==> src/rtl/stby_pkg.sv <==
package stby_pkg;
  typedef enum logic [2:0] {
    ST_RUN    = 3'd0,
    ST_STBY   = 3'd1,
    ST_SETTLE = 3'd2,
    ST_RSTW   = 3'd3,
    ST_HWSTBY = 3'd4
  } stby_state_e;

  localparam int MAX_EXP = 17;
  localparam int CNT_W   = MAX_EXP + 1;

  // exponent of the settling count for each select code
  function automatic int settle_exp(input logic [2:0] code);
    case (code)
      3'd0: settle_exp = 13;
      3'd1: settle_exp = 14;
      3'd2: settle_exp = 15;
      3'd3: settle_exp = 16;
      3'd4: settle_exp = 17;
      3'd5: settle_exp = 10;
      3'd6: settle_exp = 11;
      default: settle_exp = 12;
    endcase
  endfunction
endpackage

==> src/rtl/stby_wake_sel.sv <==
module stby_wake_sel #(
  parameter int N_IRQ = 3,
  localparam int SRC_W = $clog2(N_IRQ + 1)
) (
  input  logic             nmi_i,
  input  logic [N_IRQ-1:0] irq_i,
  input  logic [N_IRQ-1:0] irq_en_i,
  input  logic             cpu_mask_i,
  output logic             wake_o,
  output logic [SRC_W-1:0] src_o
);
  logic [N_IRQ-1:0] live;
  assign live = cpu_mask_i ? '0 : (irq_i & irq_en_i);

  always_comb begin
    wake_o = nmi_i | (|live);
    src_o  = '0;
    if (!nmi_i) begin
      // scan from the lowest-priority line so the lowest index wins
      for (int k = N_IRQ - 1; k >= 0; k--) begin
        if (live[k]) src_o = SRC_W'(k + 1);
      end
    end
  end
endmodule

==> src/rtl/stby_settle.sv <==
module stby_settle
  import stby_pkg::*;
#(
  parameter int CNT_SHIFT = 0
) (
  input  logic       clk,
  input  logic       rst,
  input  logic       load_i,
  input  logic [2:0] sts_i,
  input  logic       run_i,
  output logic       done_o
);
  logic [CNT_W-1:0] cnt_q;
  logic [CNT_W-1:0] len_q;

  function automatic logic [CNT_W-1:0] len_of(input logic [2:0] code);
    logic [CNT_W-1:0] full;
    logic [CNT_W-1:0] sh;
    full = CNT_W'(1) << settle_exp(code);
    sh   = full >> CNT_SHIFT;
    len_of = (sh == '0) ? CNT_W'(1) : sh;
  endfunction

  always_ff @(posedge clk) begin
    if (rst) begin
      cnt_q <= '0;
      len_q <= CNT_W'(1);
    end else if (load_i) begin
      cnt_q <= '0;
      len_q <= len_of(sts_i);
    end else if (run_i) begin
      cnt_q <= cnt_q + 1'b1;
    end
  end

  assign done_o = run_i && (cnt_q == len_q - 1'b1);
endmodule

==> src/rtl/stby_ctl.sv <==
module stby_ctl
  import stby_pkg::*;
#(
  parameter int CNT_SHIFT = 0,
  parameter int N_IRQ     = 3,
  localparam int SRC_W    = $clog2(N_IRQ + 1)
) (
  input  logic             clk,
  input  logic             rst,
  input  logic             sleep_i,
  input  logic             ssel_i,
  input  logic [2:0]       sts_i,
  input  logic             nmi_i,
  input  logic [N_IRQ-1:0] irq_i,
  input  logic [N_IRQ-1:0] irq_en_i,
  input  logic             cpu_mask_i,
  input  logic             resn_i,
  input  logic             hstbyn_i,
  output logic             clk_en_o,
  output logic             osc_en_o,
  output logic             periph_rst_o,
  output logic             rfsh_clr_o,
  output logic             int_start_o,
  output logic [SRC_W-1:0] int_src_o,
  output logic             rst_start_o,
  output logic             hw_stby_o
);
  stby_state_e state_q, nxt;
  logic             wake, done, load, go_int, go_rst, clr_r;
  logic [SRC_W-1:0] src;
  logic [SRC_W-1:0] src_q;

  stby_wake_sel #(.N_IRQ(N_IRQ)) u_wake (
    .nmi_i      (nmi_i),
    .irq_i      (irq_i),
    .irq_en_i   (irq_en_i),
    .cpu_mask_i (cpu_mask_i),
    .wake_o     (wake),
    .src_o      (src)
  );

  stby_settle #(.CNT_SHIFT(CNT_SHIFT)) u_settle (
    .clk    (clk),
    .rst    (rst),
    .load_i (load),
    .sts_i  (sts_i),
    .run_i  (state_q == ST_SETTLE),
    .done_o (done)
  );

  // next state; priority: standby pin, reset pin, NMI, IRQs
  always_comb begin
    nxt    = state_q;
    load   = 1'b0;
    go_int = 1'b0;
    go_rst = 1'b0;
    clr_r  = 1'b0;
    if (!hstbyn_i) begin
      nxt = ST_HWSTBY;
    end else begin
      case (state_q)
        ST_RUN: begin
          if (sleep_i && ssel_i) begin
            nxt   = ST_STBY;
            clr_r = 1'b1;
          end
        end
        ST_STBY: begin
          if (!resn_i) begin
            nxt = ST_RSTW;
          end else if (wake) begin
            nxt  = ST_SETTLE;
            load = 1'b1;
          end
        end
        ST_SETTLE: begin
          if (!resn_i) begin
            nxt = ST_RSTW;
          end else if (done) begin
            nxt    = ST_RUN;
            go_int = 1'b1;
          end
        end
        ST_RSTW: begin
          if (resn_i) begin
            nxt    = ST_RUN;
            go_rst = 1'b1;
          end
        end
        default: nxt = ST_RSTW;
      endcase
    end
  end

  // state and registered outputs, decoded from the next state
  always_ff @(posedge clk) begin
    if (rst) begin
      state_q      <= ST_RUN;
      clk_en_o     <= 1'b1;
      osc_en_o     <= 1'b1;
      periph_rst_o <= 1'b0;
      rfsh_clr_o   <= 1'b0;
      int_start_o  <= 1'b0;
      rst_start_o  <= 1'b0;
      hw_stby_o    <= 1'b0;
      src_q        <= '0;
    end else begin
      state_q      <= nxt;
      clk_en_o     <= (nxt == ST_RUN) || (nxt == ST_RSTW);
      osc_en_o     <= (nxt == ST_RUN) || (nxt == ST_RSTW) || (nxt == ST_SETTLE);
      periph_rst_o <= (nxt != ST_RUN);
      rfsh_clr_o   <= clr_r;
      int_start_o  <= go_int;
      rst_start_o  <= go_rst;
      hw_stby_o    <= (nxt == ST_HWSTBY);
      if (load) src_q <= src;
    end
  end

  assign int_src_o = src_q;
endmodule

==> config.mk <==
export PLATFORM = sky130hd
export DESIGN_NAME = stby_ctl
export DESIGN_NICKNAME = d
export VERILOG_FILES = /design/src/rtl/stby_pkg.sv /design/src/rtl/stby_wake_sel.sv /design/src/rtl/stby_settle.sv /design/src/rtl/stby_ctl.sv
export SDC_FILE = /design/constraint.sdc
export NUM_CORES = 1
export LEC_CHECK = 0
export BUFFER_PORTS_ARGS = -buffer_cell sky130_fd_sc_hd__buf_2
export CORE_MARGIN = 2
export CORE_UTILIZATION = 54
export CTS_CLUSTER_DIAMETER = 40
export DETAILED_ROUTE_END_ITERATION = 16
export PLACE_DENSITY = 0.74
export SLEW_MARGIN = 5
export SYNTH_ARGS = -nofsm -noshare
export SYNTH_HDL_FRONTEND = slang
export SYNTH_SLANG_ARGS = --single-unit
==> constraint.sdc <==
create_clock -name clk -period 3.2 [get_ports clk]
set_clock_uncertainty 0.1 [all_clocks]
set_input_delay 0.96 -clock clk [delete_from_list [all_inputs] [get_ports clk]]
set_output_delay 0.96 -clock clk [all_outputs]
set_load 0.01 [all_outputs]
==> impl_metrics.py <==
metrics = {
    "cts": {
        "cts_made_buffers": 5,
        "h-tree-depth": 2,
        "cts_buffer_depth": 2,
        "hold_buffers": 0,
        "cts_resized": 0,
        "cts-root-buf": "clkbuf_8",
        "cts_tree": "built",
        "post-cts-setup-buffers": 0,
        "cts.reportedPaths.clkPinSlew_ns": 0.08,
        "cts.sinks": 48,
        "clk_latency_ns": 0.30,
    },
    "global_route": {
        "antenna_found_initial": 0,
        "grt_pass1_vias": 1882,
        "grt_first_pass_wirelength_um": 8710,
        "grt_use_total_pct": 21.4,
        "overflow": 0,
        "grt_max_degree": 21,
    },
    "critical_path": {
        "path_buf_inv": 1,
        "cp.required_ns": 3.28,
        "r2r_end": "periph_rst_o",
        "cp_max_fo": 6,
        "worstPathArrival_ns": 2.92,
        "cp-start-kind": "register",
        "cp-startpoint": "u_settle.len_q[0]",
        "slowest_stage": "or3b_2",
        "r2r_start": "u_settle.len_q[0]",
        "crit_type": "register to register",
        "crit_family": "simple AND/OR/NAND/NOR gates",
        "path_cells": "inv_1 > ha_1 > or3b_2 > nor4_2 > mux2_1 > mux2i_1 > a21oi_2 > o31ai_4 > a41oi_1",
        "cp-end-kind": "register",
        "rr_worst_depth": 9,
        "cpPeakStageDelay_ns": 0.53,
        "r2r_slack_ns": 0.35,
    },
    "drt": {
        "drc": 0,
        "wl_um": 5080,
        "met1_length_um": 2400,
        "drtAntennaViolNets": 0,
        "dr_wl_met3_um": 286,
        "dr_wl_met2_um": 2330,
        "dr.max_layer_used": "met4",
        "firstDrtPassIters": 4,
        "num_vias": 2034,
        "routedWlPerCell_um": 13.9,
        "viasPerCell": 5.56,
        "drtIter0Drc": 124,
    },
    "worst_hold_path": {
        "min_path_cells": 2,
        "min_path_type": "register to register",
        "hold_path_startpoint": "int_src_o[1]",
        "whs_endpoint": "int_src_o[1]",
    },
    "synthesis": {
        "synth_top_area_share_pct": 38.7,
        "yosysTopAreaCell": "dfxtp_1",
        "syn_area_per_cell_um2": 8.51,
        "synth_nets": 311,
        "ys_seq_area_share_pct": 38.7,
        "ys_types": 49,
        "syn_area_um2": 2490,
        "ys_async_sr_fraction_pct": 0,
        "synth_flop_cell": "dfxtp_1",
        "synthTopCellsByArea": "dfxtp_1, nor2_1, xnor2_1, xor2_1, nand2_1",
        "synth_edf_count": 0,
        "synthCells": 292,
        "ys_ff_latch": 48,
        "ys.warnings.count": 0,
    },
    "floorplan": {
        "die_y_um": 71.9,
        "dieArea_um2": 5160,
        "rows": 24,
        "core_area_um2": 4380,
        "start_util_pct": 56.7,
        "boundaryPins": 26,
        "die_w_um": 71.9,
    },
    "finish": {
        "layout.cells.most_common": "nor2_1",
        "fin_cells": 366,
        "finalNetCount": 333,
        "syn_to_final_growth_pct": 10.8,
        "final_cell_mix": "nor2_1, dfxtp_1, buf_2",
        "diodes": 0,
        "drive_gt1_share_pct": 15.0,
    },
    "timing": {
        "rsz0062_at_grt": "no",
        "finalMaxSlewViolations": 0,
        "setup_violations": 0,
        "whs_ns": 0.394,
        "worst_pin_slew_ns": 0.517,
        "setup_ws_ns": 0.354,
        "slew_headroom_pct": 65.1,
        "fmax_mhz": 351,
        "tns_ns": 0,
        "timing.final.crit_share_pct": 88.9,
        "fin_crit_ns": 2.85,
        "hold_viol_final": 0,
    },
    "pwr": {
        "power.total_mw": 1.08,
        "power.density_nw_per_um2": 390,
        "leakage_nw": 1.05,
        "vdd_drop_max_mv": 0.247,
    },
    "placed_design": {
        "io_buffers": 25,
        "dp_hpwl_um": 3710,
        "routabilityCongestion": 0.884,
        "dp_slack_ns": 0.385,
        "dp_cells": 359,
    },
    "flow_run": {
        "cap_violations": 0,
    },
    "status": {
        "status": "finished, final reports clean",
    },
}
## worst max path at each step
stage	endpoint	depth (start not counted)
6_report	periph_rst_o	9
5_1_grt	periph_rst_o	9
4_1_cts	periph_rst_o	9
3_5_place_dp	periph_rst_o	9
3_3_place_gp	periph_rst_o	9
2_1_floorplan	periph_rst_o	9
## where the power goes
part / total, mW / switching [mW] / internal (mW)
clock network: 0.387 / 0.194 / 0.193
registers: 0.611 / 0.00641 / 0.604
logic: 0.0774 / 0.0440 / 0.0334
## synth_stat cells, types with 4 or more instances
cell type,count
xnor2_1,21
clkbuf_1,12
dfxtp_1,48
inv_1,5
nor4_1,7
mux2i_1,4
xor2_1,19
and2_1,8
nor4b_1,5
nor3_1,9
nor2_1,49
nand4_1,8
nand3_1,8
and3_1,4
a21oi_1,12
nand2_1,18
## logic make-up after synthesis
family,count (synthesis),synth area share (%)
simple gates,139,29.9
flops,48,38.7
xor+xnor,40,14.1
compound gates,38,11.2
buf+inv,20,3.02
mux,5,2.06
fa+ha+maj,2,1.01
## final cells by class
type	count	area [um2]
Inverter	5	18.8
Clock buffer	7	96.3
Timing Repair Buffer	30	163
Tap cell	52	65.1
Sequential cell	48	961
Multi-Input combinational cell	224	1450
Fill cell	391	1630
## stage by stage
stage	util, %	cell area, um2
2_1_floorplan	-	2490
3_3_place_gp	60.6	2660
6_report	62.8	2750
3_5_place_dp	60.6	2660
4_1_cts	62.8	2750
5_1_grt	62.8	2750
## sequential cells by signal, summed over array words and instances, names as in the netlist
signal          cells
periph_rst_o        1
u_settle.len_q     18
state_q             3
clk_en_o            1
rfsh_clr_o          1
int_start_o         1
osc_en_o            1
int_src_o           2
rst_start_o         1
hw_stby_o           1
u_settle.cnt_q     18
## worst reg2reg max path, stage by stage (launching register included)
cell,delay [ns]
dfxtp_1,0.36
inv_1,0.07
ha_1,0.23
or3b_2,0.53
nor4_2,0.38
mux2_1,0.37
mux2i_1,0.16
a21oi_2,0.11
o31ai_4,0.27
a41oi_1,0.14
## routing by layer
| metal | up-vias | GRT usage [%] |
|---|---|---|
| met5 | - | 0 |
| met4 | 0 | 6.71 |
| met3 | 5 | 4.92 |
| met2 | 41 | 33.3 |
| met1 | 922 | 29.4 |
| li1 | 1066 | - |
(Power assumes the default switching activity.)
